--- src/rtl/gray_tile_pkg.sv ---
// Shared definitions for the monochrome-to-grayscale tile converter.
// Assumes a two-level source: a pixel is either fully off or fully on.
package gray_tile_pkg;

    localparam int GRAY_NIB_W = 4;

    typedef logic [GRAY_NIB_W-1:0] gray_nib_t;

    // Expand one monochrome pixel to a full-scale or zero intensity nibble.
    function automatic gray_nib_t bit_to_nib(input logic pix);
        return pix ? '1 : '0;
    endfunction

endpackage

--- src/rtl/tile_collect.sv ---
// Input side: accepts SRC_BYTES pixel columns over a valid/ready stream
// and holds them until the emitter reports the tile drained.
// Assumes drained_i pulses only while loaded_o is high.
module tile_collect #(
    parameter int SRC_W     = 8,
    parameter int SRC_BYTES = 8
) (
    input  logic                                 clk,
    input  logic                                 rst_n,
    input  logic                                 s_valid,
    input  logic [SRC_W-1:0]                     s_data,
    input  logic                                 narrow_i,
    input  logic                                 drained_i,
    output logic                                 s_ready,
    output logic                                 loaded_o,
    output logic                                 narrow_o,
    output logic [SRC_BYTES-1:0][SRC_W-1:0]      tile_o
);
    localparam int CNT_W = $clog2(SRC_BYTES);
    localparam logic [CNT_W-1:0] CNT_LAST = CNT_W'(SRC_BYTES - 1);

    logic [CNT_W-1:0] fill_cnt;
    logic             loaded_q;
    logic             narrow_q;
    logic             accept;

    assign s_ready  = !loaded_q;
    assign accept   = s_valid && s_ready;
    assign loaded_o = loaded_q;
    assign narrow_o = narrow_q;

    // Fill counter, tile-loaded flag and per-tile mode capture.
    always_ff @(posedge clk) begin
        if (!rst_n) begin
            fill_cnt <= '0;
            loaded_q <= 1'b0;
            narrow_q <= 1'b0;
        end else if (accept) begin
            if (fill_cnt == '0) begin
                narrow_q <= narrow_i;
            end
            if (fill_cnt == CNT_LAST) begin
                fill_cnt <= '0;
                loaded_q <= 1'b1;
            end else begin
                fill_cnt <= fill_cnt + 1'b1;
            end
        end else if (drained_i) begin
            loaded_q <= 1'b0;
        end
    end

    // One storage lane per source column, written at its fill position.
    for (genvar g = 0; g < SRC_BYTES; g++) begin : g_lane
        always_ff @(posedge clk) begin
            if (accept && fill_cnt == CNT_W'(g)) begin
                tile_o[g] <= s_data;
            end
        end
    end

    AST_MODE_HELD: assert property (@(posedge clk) disable iff (!rst_n)
        (loaded_q && !drained_i) |=> $stable(narrow_q));

    AST_FILL_IDLE_CNT: assert property (@(posedge clk) disable iff (!rst_n)
        loaded_q |-> (fill_cnt == '0));

endmodule

--- src/rtl/tile_emit.sv ---
// Output side: walks the held tile row by row and pair by pair, packing
// two expanded pixels per byte. Narrow mode stops each row one pair early.
// Assumes tile_i and narrow_i are stable while loaded_i is high.
module tile_emit
    import gray_tile_pkg::*;
#(
    parameter int SRC_W     = 8,
    parameter int SRC_BYTES = 8
) (
    input  logic                                 clk,
    input  logic                                 rst_n,
    input  logic                                 loaded_i,
    input  logic                                 narrow_i,
    input  logic [SRC_BYTES-1:0][SRC_W-1:0]      tile_i,
    input  logic                                 m_ready,
    output logic                                 m_valid,
    output logic [2*GRAY_NIB_W-1:0]              m_data,
    output logic                                 drained_o
);
    localparam int PAIRS  = SRC_BYTES / 2;
    localparam int PAIR_W = $clog2(PAIRS);
    localparam int ROW_W  = $clog2(SRC_W);
    localparam int OUT_W  = 2 * GRAY_NIB_W;
    localparam logic [PAIR_W-1:0] LAST_FULL   = PAIR_W'(PAIRS - 1);
    localparam logic [PAIR_W-1:0] LAST_NARROW = PAIR_W'(PAIRS - 2);
    localparam logic [ROW_W-1:0]  ROW_LAST    = ROW_W'(SRC_W - 1);

    logic [PAIR_W-1:0]            pair_q;
    logic [ROW_W-1:0]             row_q;
    logic [PAIR_W-1:0]            pair_last;
    logic [PAIRS-1:0][OUT_W-1:0]  pair_word;
    logic                         fire;

    assign pair_last = narrow_i ? LAST_NARROW : LAST_FULL;
    assign m_valid   = loaded_i;
    assign fire      = m_valid && m_ready;
    assign drained_o = fire && (pair_q == pair_last) && (row_q == ROW_LAST);

    // Pack the current row of each column pair: even column high, odd low.
    for (genvar p = 0; p < PAIRS; p++) begin : g_pair
        assign pair_word[p] = {bit_to_nib(tile_i[2*p][row_q]),
                               bit_to_nib(tile_i[2*p+1][row_q])};
    end

    assign m_data = pair_word[pair_q];

    // Advance pair within a row, then row, on each accepted output byte.
    always_ff @(posedge clk) begin
        if (!rst_n) begin
            pair_q <= '0;
            row_q  <= '0;
        end else if (fire) begin
            if (pair_q == pair_last) begin
                pair_q <= '0;
                row_q  <= (row_q == ROW_LAST) ? '0 : row_q + 1'b1;
            end else begin
                pair_q <= pair_q + 1'b1;
            end
        end
    end

    AST_PAIR_RANGE: assert property (@(posedge clk) disable iff (!rst_n)
        m_valid |-> (pair_q <= pair_last));

    AST_BYTE_LEVELS: assert property (@(posedge clk) disable iff (!rst_n)
        m_valid |-> (m_data inside {8'h00, 8'h0F, 8'hF0, 8'hFF}));

    AST_IDLE_ORIGIN: assert property (@(posedge clk) disable iff (!rst_n)
        !loaded_i |-> (pair_q == '0 && row_q == '0));

endmodule

--- src/rtl/gray_tile_xpose.sv ---
// Top: converts one column-major 1-bit tile into a row-major, nibble-packed
// 4-bit grayscale block. One tile in flight; fill and drain do not overlap.
module gray_tile_xpose #(
    parameter int SRC_W     = 8,
    parameter int SRC_BYTES = 8
) (
    input  logic             clk,
    input  logic             rst_n,
    input  logic             narrow_mode,
    input  logic             s_valid,
    output logic             s_ready,
    input  logic [SRC_W-1:0] s_data,
    output logic             m_valid,
    input  logic             m_ready,
    output logic [7:0]       m_data
);
    logic                            loaded;
    logic                            narrow_q;
    logic                            drained;
    logic [SRC_BYTES-1:0][SRC_W-1:0] tile;

    tile_collect #(.SRC_W(SRC_W), .SRC_BYTES(SRC_BYTES)) u_collect (
        .clk       (clk),
        .rst_n     (rst_n),
        .s_valid   (s_valid),
        .s_data    (s_data),
        .narrow_i  (narrow_mode),
        .drained_i (drained),
        .s_ready   (s_ready),
        .loaded_o  (loaded),
        .narrow_o  (narrow_q),
        .tile_o    (tile)
    );

    tile_emit #(.SRC_W(SRC_W), .SRC_BYTES(SRC_BYTES)) u_emit (
        .clk       (clk),
        .rst_n     (rst_n),
        .loaded_i  (loaded),
        .narrow_i  (narrow_q),
        .tile_i    (tile),
        .m_ready   (m_ready),
        .m_valid   (m_valid),
        .m_data    (m_data),
        .drained_o (drained)
    );

    AST_STALL_HOLD: assert property (@(posedge clk) disable iff (!rst_n)
        (m_valid && !m_ready) |=> (m_valid && $stable(m_data)));

    AST_FILL_GATE: assert property (@(posedge clk) disable iff (!rst_n)
        $rose(m_valid) |-> $past(s_valid && s_ready));

    AST_NO_OVERLAP: assert property (@(posedge clk) disable iff (!rst_n)
        (s_valid && s_ready) |-> !m_valid);

endmodule

--- config.mk ---
export PLATFORM = sky130hd
export DESIGN_NAME = gray_tile_xpose
export DESIGN_NICKNAME = d
export VERILOG_FILES = /design/src/rtl/gray_tile_pkg.sv /design/src/rtl/tile_collect.sv /design/src/rtl/tile_emit.sv /design/src/rtl/gray_tile_xpose.sv
export SDC_FILE = /design/constraint.sdc
export NUM_CORES = 1
export LEC_CHECK = 0
export BUFFER_PORTS_ARGS = -buffer_cell sky130_fd_sc_hd__clkbuf_2
export CAP_MARGIN = 5
export CELL_PAD_IN_SITES_DETAIL_PLACEMENT = 1
export CELL_PAD_IN_SITES_GLOBAL_PLACEMENT = 1
export CORE_MARGIN = 2
export CORE_UTILIZATION = 30
export DETAILED_ROUTE_END_ITERATION = 16
export GPL_ROUTABILITY_DRIVEN = 0
export PLACE_DENSITY_LB_ADDON = 0.1
export SLEW_MARGIN = 0
export SYNTH_ARGS = -nofsm -noshare
export SYNTH_HDL_FRONTEND = slang
export SYNTH_SLANG_ARGS = --single-unit
export TNS_END_PERCENT = 1
--- constraint.sdc ---
create_clock -name clk -period 1.4 [get_ports clk]
set_input_delay 0.07 -clock clk [delete_from_list [all_inputs] [get_ports clk]]
set_output_delay 0.07 -clock clk [all_outputs]
set_load 0.005 [all_outputs]
* Yosys cells after proc, flatten, opt, wreduce, memory -nomap -nowiden
Index checks and enable logic that the tools add are counted.
** Storage, ports and cells
- Register bits after elaboration :: 74
- Bits of input ports :: 13
- Output and inout bits :: 10
- Word-level logic and storage cells :: 79
** Operators by class
- $add $sub $neg :: 3
- $lt $le $gt $ge :: 2
- Equal/unequal tests :: 10
- Muxes and demuxes :: 33
- Reductions and logical operators :: 18
** Operators by type and width (count)
- 4-bit 2-to-1 mux :: 8
- 1-bit binary-select mux with 3-bit select :: 8
- 8-bit binary-select mux with 2-bit select :: 1
- 3-bit == test, second input constant :: 5
- 1-bit logical AND :: 12
- 1-bit 2-to-1 mux :: 12
- 8-bit 2-to-1 mux :: 1
- 3-bit by 1-bit adder with 3-bit output, second input constant :: 2
- 3-bit by 2-bit == test with 1-bit output, second input constant :: 2
- 3-bit 2-to-1 mux :: 2
- 2-bit AND reduction :: 3
- 3-bit by 4-bit less-than comparator with 1-bit output, second input constant :: 1
- 3-bit by 1-bit == test with 1-bit output, second input constant :: 1
- 3-bit logical NOT :: 1
- 2-bit by 3-bit less-than comparator with 1-bit output, second input constant :: 1
- 2-bit by 1-bit adder with 2-bit output, second input constant :: 1
- 2-bit == test :: 1
- 2-bit 2-to-1 mux :: 1
- 2-bit != test, second input constant :: 1
- 2-bit nonzero test :: 1
- 1-bit logical NOT :: 1

* Longest topological paths before layout
Gate-level depths: netlist of run 1.
- Depth after elaboration :: 6
- Depth in mapped cells :: 8
- Mapped depth without buffers :: 5

* Hierarchy
From an unflattened synthesis of run 1, not the netlist that was laid out.
** Second synthesis, totals
- Cells, all modules :: 212
- Area, all modules :: 3241.9 sq um
** By module, submodules not included
- tile_collect :: times used 1, cells an instance 105, area an instance 2302.2 sq um, seq. area each 2021.9 sq um
- tile_emit :: times used 1, cells an instance 107, area an instance 939.7 sq um, seq. area each 100.1 sq um

* Worst setup path after synthesis of run 1
OpenSTA, ideal clock, no wires.
- Kind :: register to output
- From :: register u_emit.row_q[1]
- To :: output port m_data[1]
- Data arrival time :: 1544 ps
- Required time :: 1330 ps
- Slack :: -214 ps
- Stages on the path, launching flop included :: 8
- Buffers on the path :: 3
- Path through :: dfxtp_1 -> buf_6 -> buf_12 -> mux2i_1 -> a22oi_1 -> nand2_1 -> o311ai_1 -> buf_4
** Between the ends
- Longest elaborated chain between the ends :: 5
- Elaborated cells between the ends (all ways) :: 14
- Those cells by class :: 14 x mux
** Ends and longest elaborated chain
- from (decl) :: RTL line tile_emit.sv:29 : logic [ROW_W-1:0] row_q;
- from (signal assigned) :: RTL line tile_emit.sv:55 : row_q <= (row_q == ROW_LAST) ? '0 : row_q + 1'b1;
- 1-bit binary-select mux with 3-bit select :: RTL line tile_emit.sv:42 : bit_to_nib(tile_i[2*p+1][row_q])};
- 1-bit 2-to-1 mux (not written as such) :: RTL line tile_emit.sv:42
- 4-bit 2-to-1 mux :: RTL line gray_tile_pkg.sv:11 : return pix ? '1 : '0;
- 8-bit binary-select mux with 2-bit select (*) :: RTL line tile_emit.sv:45 : assign m_data = pair_word[pair_q];
- 8-bit 2-to-1 mux (not written as such) (*) :: RTL line tile_emit.sv:45
- to (decl) :: RTL line gray_tile_xpose.sv:15 : output logic [7:0] m_data
Every way passes the cells marked *; elsewhere a longest branch is shown, timed or not. The select of a mux whose other input is x is not followed.

* Worst setup path in the final report of run 1
- From :: register u_emit.row_q[1]
- To :: output port m_data[0]
The elaborated chain is that of the path after synthesis.

==> results.cfg, run 1 <==
[synthesis]
synthMuxAreaShare = 0.113
synth_seq_cells = 74
synth_xor_area_frac = 0.00275
synth_most_common_cell = edfxtp_1
ys_types = 35
synth_top_family_by_area = multiplexers
syn_area_per_cell_um2 = 15.3
synthAdderAreaFrac = 0.0314
syn-cell-area_um2 = 3190
netlist.area_leader.share = 0.603
ys_top_cells_by_area = edfxtp_1 60%, mux2i_1 11%, dfxtp_1 6.3%, ha_1 3.1%, a22oi_1 2.4%
yosysTopAreaCell = edfxtp_1
async_reset_ff_frac = 0
seq_area_frac_synth = 0.665
synthFlopType = edfxtp_1
synth-compound-area-share = 0.0636
synth_simple_gate_area_share = 0.0749
synthTopCellsByCount = 64 x edfxtp_1, 36 x mux2i_1, 10 x a22oi_1, 10 x dfxtp_1, 10 x nand2_1
ys_warn_count = 0
synth_edf_count = 64
syn_inst = 209
syn-num-nets = 230

[setup_path]
cp.arrival_ps = 1930
cp_max_fo = 8
path_cells = buf_12, mux2i_1, a22o_1, nor3_1, a31oi_2, o311ai_4, clkbuf_2
start_kind = flip-flop
cp-end-kind = primary output
cp_slowest_cell = dfxtp_4
cp_num_cells = 7
r2r_cells = 6
worstPathRequired_ps = 1330
path_class = reg2out
path_buf_inv = 2
critical_path.top_delay_family = compound AO/OA/AOI/OAI gates
cp_slowest_stage_delay_ps = 380

[power_and_ir_drop]
p_sw_frac = 0.220
power_density_nw_per_um2 = 1030
clkPwrFrac = 0.344
comb_power_share = 0.049
max-vdd-ir-drop_mv = 0.349
switchingPower_uw = 894
pwr-share-seq = 0.607
power.internal_mw = 3.16
power_leakage_nw = 1.37

[die]
core_area_um2 = 10300
die_y_um = 107
num_io_pins = 23
rows = 37
initial_core_util = 0.309
die-area_um2 = 11500
die_x_um = 107

[drt]
drc = 0
via_per_inst = 4.70
drt-total-wl_um = 7250
vias = 1874
firstDrtPassIters = 4
antenna_left = 0
wl_per_cell_um = 18.2
drt_iter0_drc = 36

[clock_network]
cts_num_sinks = 74
insertion_delay_ps = 350
clkTransAtPathRegs_ps = 70
cts_buffers = 9
cts-root-buf = clkbuf_8
cts_tree = built
htree_levels = 3
clock_path_buffers = 2

[status]
violations = setup timing
status = finished, violations left

[global_route]
grt_first_pass_wirelength_um = 11300
grt_max_degree = 16
grt_usage = 0.137
grt-ovfl-total = 0
grt_pass1_vias = 1963
antenna_found_initial = 0

[finish]
fillers = 1070
num_antenna_cells = 0
drive_above_1_share = 0.346
num-nets-final = 279
area_growth_pct = 23.2
utilization = 0.381

[timing]
fin_skew_ps = 9.18
finalSetupViolations = 8
rsz0062_at_grt = true
maxSlewHeadroom = 0.787
min_period_ps = 2000
hold_viol = 0
max_freq_ghz = 0.499
hold_slack_ps = 22.1
fin_crit_sh = 1.43
drv_slew = 0
worst_slew_pin_slew_ps = 317
setup_ws_ps = -604

[min_path]
hold_path_class = in2reg
min_path_cells = 4

[placement]
dp_hpwl_um = 5180
io_buffers = 22

[run]
max_cap_violations = 0
==> per-layer routing <==
layer,part of all wire,GRT usage
met5,0,0
met3,0.032,0.0328
met1,0.45,0.164
met4,0.014,0.0529
met2,0.51,0.236
==> cell type report <==
type / instances / area (um^2) / share of cell area
Clock buffer: 12 / 135 / 0.0344
Clock inverter: 4 / 18.8 / 0.00478
Multi-Input combinational cell: 114 / 1010 / 0.257
Tap cell: 136 / 170 / 0.0433
Timing Repair Buffer: 55 / 452 / 0.115
Inverter: 4 / 15.0 / 0.00382
Sequential cell: 74 / 2130 / 0.542
==> metrics by stage <==
| stage | area [um^2] | instances | TNS [ps] | worst slack (ps) | power (mW) |
|---|---|---|---|---|---|
| 2_1_floorplan | 3210 | 209 | -790 | -132 | 2.60 |
| 3_3_place_gp | 3630 | 380 | -3660 | -407 | 2.71 |
| 3_5_place_dp | 3630 | 380 | -4510 | -421 | 2.71 |
| 4_1_cts | 3850 | 398 | -4860 | -614 | 4.09 |
| 5_1_grt | 3930 | 399 | -5310 | -676 | 4.21 |
| 6_report | 3930 | 399 | -4530 | -604 | 4.06 |
==> power groups by stage <==
| stage | Combinational (mW) | Sequential [mW] | Clock, mW |
|---|---|---|---|
| 3_5_place_dp | 0.193 | 2.51 | 0 |
| 3_3_place_gp | 0.193 | 2.51 | 0 |
| 5_1_grt | 0.221 | 2.47 | 1.52 |
| 4_1_cts | 0.199 | 2.46 | 1.43 |
| 6_report | 0.198 | 2.46 | 1.39 |
| 2_1_floorplan | 0.0887 | 2.51 | 0 |
==> kinds of logic (layout without fill, tap and decap cells) <==
family | Yosys count | in the layout
and+or+nand+nor | 41 | 41
buffers and inverters | 21 | 75
xor gates and xnor gates | 1 | 1
adders and majority gates | 8 | 8
AOI/OAI and AO/OA | 28 | 28
DFF | 74 | 74
muxes | 36 | 36
==> final timing paths <==
path | start | endpoint | slack, ps
max | u_emit.row_q[1]$_SDFFE_PN0P_ | m_data[0] | -600
min reg2reg | u_collect.fill_cnt[1]$_SDFFE_PN0P_ | u_collect.fill_cnt[1]$_SDFFE_PN0P_ | 480
max reg2reg | u_emit.row_q[1]$_SDFFE_PN0P_ | u_collect.loaded_o$_SDFFE_PN0P_ | 40
min | s_valid | u_collect.fill_cnt[1]$_SDFFE_PN0P_ | 20
==> layout by cell type, fill, tap and decap left out, types with 3 or more instances in the layout <==
cell type	count
clkinv_2	3
clkbuf_8	9
nand2_1	9
a22o_1	4
a22oi_1	8
inv_1	4
buf_4	23
edfxtp_1	64
mux2i_1	34
a21oi_1	4
ha_1	8
buf_6	3
dfxtp_2	4
clkbuf_2	22
and3_1	3
nor2_1	3
and3_2	3
buf_12	5
dfxtp_1	5
clkbuf_1	3
nor2b_1	6
==> tightest hold or removal path: cells and delay by family <==
kind,cells,cell delay (ps)
compound gates,1,50
buf+inv,1,80
simple gates,2,120
==> what timing repair did <==
| action | CTS | global route |
|---|---|---|
| gates cloned | 0 | 1 |
| setup endpoints to repair | 49 | 35 |
| pin swaps | 1 | 2 |
| hold buffers | 1 | 0 |
| buffers inserted | 1 | 0 |
| resized for setup | 16 | 13 |
| hold endpoints to repair | 1 | 0 |
==> sequential cells by signal, indices dropped and copies added (netlist names) <==
name	flops
u_collect.narrow_o	1
u_collect.loaded_o	1
u_emit.pair_q	2
u_emit.row_q	3
u_collect.tile_o	64
u_collect.fill_cnt	3
(Power assumes the default switching activity.)
==> run 2, diff against run 1 <==
Settings changed: RECOVER_POWER set to 100.
==> run 2 against run 1 <==
Effect of this change: the run still ends with setup timing left; utilization down 0.22 points; critical path depth unchanged; clock skew down 1.4 ps; fmax about the same; clock power about the same; final area down 0.57%; power down 0.14%; highest routed layer unchanged.
==> results.cfg, run 2 (synthesis gave the netlist of run 1 again) <==
[setup_path]
path_class = reg2out
cp_slowest_cell = dfxtp_4
worstPathRequired_ps = 1330
rrSetupSlack_ps = 20
cp_slowest_stage_delay_ps = 380
start_kind = flip-flop
cp-end-kind = primary output
cp.arrival_ps = 1930
path_cells = buf_12, mux2i_1, a22o_1, nor3_1, a31oi_2, o311ai_4, clkbuf_2
path_buf_inv = 2
critical_path.top_delay_family = compound AO/OA/AOI/OAI gates
cp_max_fo = 8

[finish]
num-nets-final = 279
fillers = 1070
area_growth_pct = 22.5
register_area_um2 = 2130
largestRegisters = u_collect.tile_o (64), u_collect.fill_cnt (3), u_emit.row_q (3)
largest_reg_flops = 64
final_cell_mix = 64 x edfxtp_1, 34 x mux2i_1, 20 x buf_4
layout_commonest_cell = edfxtp_1
regMostFlops = u_collect.tile_o
layout.cells.non_filler = 399
postLayoutCellArea_um2 = 3910
utilization = 0.379
multi_input_area_um2 = 1000
num_antenna_cells = 0
drive_above_1_share = 0.300

[placement]
dp_slack_ps = -421
place_area_um2 = 3630
placedCellCount = 380
dp_hpwl_um = 5180
io_buffers = 22

[status]
violations = setup timing
status = finished, violations left

[clock_network]
cts-root-buf = clkbuf_8
cts_buffers = 9
cts_num_sinks = 74
htree_levels = 3
cts_tree = built
clock_path_buffers = 2
insertion_delay_ps = 350
clkTransAtPathRegs_ps = 70

[global_route]
grt-ovfl-total = 0
antenna_found_initial = 0
grt_pass1_vias = 1963
grt_usage = 0.137
grt_max_degree = 16
grt_first_pass_wirelength_um = 11300

[timing]
fin_crit_sh = 1.43
drv_slew = 0
tns_ps = -4640
hold_viol = 0
finalSetupViolations = 8
worst_slew_pin_slew_ps = 449
rsz0062_at_grt = true
max_freq_ghz = 0.499
fin_skew_ps = 7.83
min_period_ps = 2000
maxSlewHeadroom = 0.701
setup_ws_ps = -605

[drt]
vias = 1859
drc = 0
via_per_inst = 4.66
wl_per_cell_um = 18.3
drt-total-wl_um = 7290
firstDrtPassIters = 4
drt_iter0_drc = 29
antenna_left = 0

[min_path]
hold_path_class = in2reg

[power_and_ir_drop]
power_density_nw_per_um2 = 1040
power_leakage_nw = 1.34
max-vdd-ir-drop_mv = 0.347

[die]
die_y_um = 107
rows = 37
initial_core_util = 0.309
core_area_um2 = 10300
num_io_pins = 23
die-area_um2 = 11500
die_x_um = 107

[run]
max_cap_violations = 0
## run 2: report_power, final
| group | total, mW | switching, mW | internal [mW] |
|---|---|---|---|
| Combinational | 0.193 | 0.113 | 0.0804 |
| Clock | 1.39 | 0.762 | 0.631 |
| Sequential | 2.46 | 0.0175 | 2.45 |
## run 2: layout make-up
| type | instances | area share |
|---|---|---|
| clock buffer | 12 | 0.0346 |
| multi-input combinational | 114 | 0.257 |
| tap | 136 | 0.0435 |
| clock inverter | 4 | 0.00480 |
| sequential | 74 | 0.545 |
| timing repair buffer | 55 | 0.111 |
| inverter | 4 | 0.00384 |
## run 2: routing by layer
metal  share of wire  global-route usage
met5               0                   0
met4           0.014              0.0529
met3           0.025              0.0328
met2            0.51               0.236
met1            0.45               0.164
## run 2: worst paths after layout
kind                                      start                            endpoint  cells past startpoint
max                u_emit.row_q[1]$_SDFFE_PN0P_                           m_data[0]                      7
min reg2reg  u_collect.fill_cnt[1]$_SDFFE_PN0P_  u_collect.fill_cnt[1]$_SDFFE_PN0P_                      2
min                                     s_valid  u_collect.fill_cnt[1]$_SDFFE_PN0P_                      4
max reg2reg     u_collect.loaded_o$_SDFFE_PN0P_       u_collect.tile_o[1]$_DFFE_PP_                      4
## run 2: tightest hold or removal path: cells and delay by family
family / cells / cell delay (ps)
simple gates: 2 / 120
buf+inv: 1 / 80
compound gates: 1 / 60
## run 2: timing repair
item | 4_1_cts | 5_1_grt
hold buffers | 1 | 0
setup endpoints to repair | 49 | 35
pin swaps | 1 | 2
hold endpoints to repair | 1 | 0
resized for setup | 16 | 13
gates cloned | 0 | 1
setup buffers | 1 | 0
## run 2: stage by stage
| step | hold slack (ps) | power [mW] |
|---|---|---|
| finish | 31.3 | 4.05 |
| global route | 40.7 | 4.21 |
| CTS | 16.4 | 4.09 |
| detailed placement | 347 | 2.71 |
| global placement | 347 | 2.71 |
| floorplan | 169 | 2.60 |
==> run 3, diff against run 2 <==
Settings changed: CELL_PAD_IN_SITES_DETAIL_PLACEMENT 1 to not set, CELL_PAD_IN_SITES_GLOBAL_PLACEMENT 1 to not set, PLACE_DENSITY_LB_ADDON 0.1 to not set.
==> run 3 against run 2 <==
Effect of this change: the run still ends with setup timing left; global-route usage shrank 1.8 points; worst setup slack gained 66 ps; flip-flop and latch count is the same; worst hold slack gained 4.8 ps; clock-buffer cell count shrank 3; sequential power is essentially flat; first-iteration DRC count grew 110%; final area grew 2.1%; combinational power shrank 5%; non-clock buffer count shrank 3; fmax grew 3.4%.
==> results.cfg, run 3 (synthesis gave the netlist of run 1 again) <==
[timing]
worst_slew_pin_slew_ps = 448
hold_slack_ps = 36.1
hold_viol = 0
rsz0062_at_grt = true
drv_slew = 0
fin_crit_sh = 1.39
fin_skew_ps = 16.9
finalSetupViolations = 8
maxSlewHeadroom = 0.701
setup_ws_ps = -539
min_period_ps = 1940
max_freq_ghz = 0.516

[die]
die-area_um2 = 11500
core_area_um2 = 10300
die_x_um = 107
initial_core_util = 0.309
die_y_um = 107
rows = 37
num_io_pins = 23

[setup_path]
r2r_start = u_collect.loaded_o$_SDFFE_PN0P_
cp-startpoint = u_emit.row_q[1]$_SDFFE_PN0P_
cp.arrival_ps = 1870
endpoint = m_data[1]
cp-end-kind = primary output
start_kind = flip-flop
worstPathRequired_ps = 1330
r2r_cells = 5
rrSetupSlack_ps = 50
cp_max_fo = 10
rr_endpoint = u_emit.row_q[1]$_SDFFE_PN0P_
path_class = reg2out

[finish]
num-nets-final = 276
num_antenna_cells = 0
drive_above_1_share = 0.288
area_growth_pct = 25.1
largest_reg_flops = 64
fillers = 961
utilization = 0.386
layout.cells.non_filler = 396
multi_input_area_um2 = 987
layout_commonest_cell = edfxtp_1
largestRegisters = u_collect.tile_o (64), u_collect.fill_cnt (3), u_emit.row_q (3)
final_cell_mix = 64 x edfxtp_1, 34 x mux2i_1, 14 x clkbuf_2
register_area_um2 = 2130
regMostFlops = u_collect.tile_o

[global_route]
grt_first_pass_wirelength_um = 9830
grt-ovfl-total = 0
grt_pass1_vias = 1825
antenna_found_initial = 0
grt_usage = 0.119
grt_max_degree = 16

[drt]
drc = 0
dr.max_layer_used = met4
drt-total-wl_um = 6240
antenna_left = 0
vias = 1808
drt_iter0_drc = 60
wl_per_cell_um = 15.8
firstDrtPassIters = 4
met3_length_um = 281
wl_met1_um = 2890
via_per_inst = 4.57
dr_wl_met2_um = 3010

[power_and_ir_drop]
power_leakage_nw = 1.35
power_density_nw_per_um2 = 1100
total_power_mw = 4.37
max-vdd-ir-drop_mv = 0.573

[status]
violations = setup timing
status = finished, violations left

[clock_network]
cts_tree = built
cts_num_sinks = 74
clock_path_buffers = 2
htree_levels = 3
cts-root-buf = clkbuf_8
cts_buffers = 9
clkTransAtPathRegs_ps = 80
insertion_delay_ps = 360

[min_path]
hold_path_class = in2reg

[placement]
dp_hpwl_um = 4270
io_buffers = 22
dp_slack_ps = -213
placedCellCount = 375

[run]
max_cap_violations = 0
==> run 3: cell count changes in the layout (fill, tap and decap cells not counted), sizes merged <==
cell	previous run	this run
clkbuf	38	34
inv	4	8
buf	28	25
clkinv	4	1
bufinv	0	1
clkinvlp	0	1
dlygate4sd3	1	2
==> run 3: layer usage <==
metal / track usage / vias up
li1: - / 878
met1: 0.155 / 885
met2: 0.185 / 40
met3: 0.0426 / 5
met4: 0.0334 / 0
met5: 0 / -
==> run 3: worst min-delay path by stage <==
stage                     cells after the start                                 end  slack [ps]        start
after CTS                                     1      u_collect.tile_o[44]$_DFFE_PP_          10    s_data[4]
after global routing                          4  u_collect.fill_cnt[1]$_SDFFE_PN0P_          60      s_valid
after detailed placement                      3     u_collect.narrow_o$_SDFFE_PN0P_         340  narrow_mode
final                                         4  u_collect.fill_cnt[1]$_SDFFE_PN0P_          40      s_valid
after global placement                        3     u_collect.narrow_o$_SDFFE_PN0P_         340  narrow_mode
after floorplan                               0       u_collect.tile_o[0]$_DFFE_PP_         170    s_data[0]
==> run 3: area by class of cell <==
type	count	area share
tap	136	0.0426
clock inverter	7	0.0210
inverter	4	0.00376
clock buffer	9	0.0310
sequential	74	0.534
timing repair buffer	52	0.120
multi-input combinational	114	0.247
==> run 3: report_power, final <==
group | leakage, nW | switching, mW | internal (mW) | total (mW)
combinational | 0.580 | 0.106 | 0.0778 | 0.184
clock | 0.103 | 0.867 | 0.856 | 1.72
sequential | 0.665 | 0.0186 | 2.44 | 2.46
total | 1.35 | 0.991 | 3.38 | 4.37
==> run 3: what timing repair did <==
item	CTS	global route
hold buffers	2	0
hold endpoints to repair	4	0
gates resized for setup	17	6
gates cloned	2	0
setup buffers	1	0
pin swaps	10	0
endpoints found under the setup margin	17	29
==> run 3: worst max-delay path, stage by stage, from the launching register on <==
cell      delay (ps)
dfxtp_4          370
buf_12           150
buf_6            130
mux2i_1          120
a22oi_1          230
nand4b_1         190
o311ai_4         150
clkbuf_2         170
==> run 3: per-stage QoR <==
| step | cell area [um^2] | setup TNS, ps |
|---|---|---|
| after detailed placement | 3630 | -1830 |
| final | 3990 | -4300 |
| after CTS | 4000 | -4450 |
| after global routing | 3990 | -6470 |
| after floorplan | 3210 | -790 |
| after global placement | 3630 | -1640 |
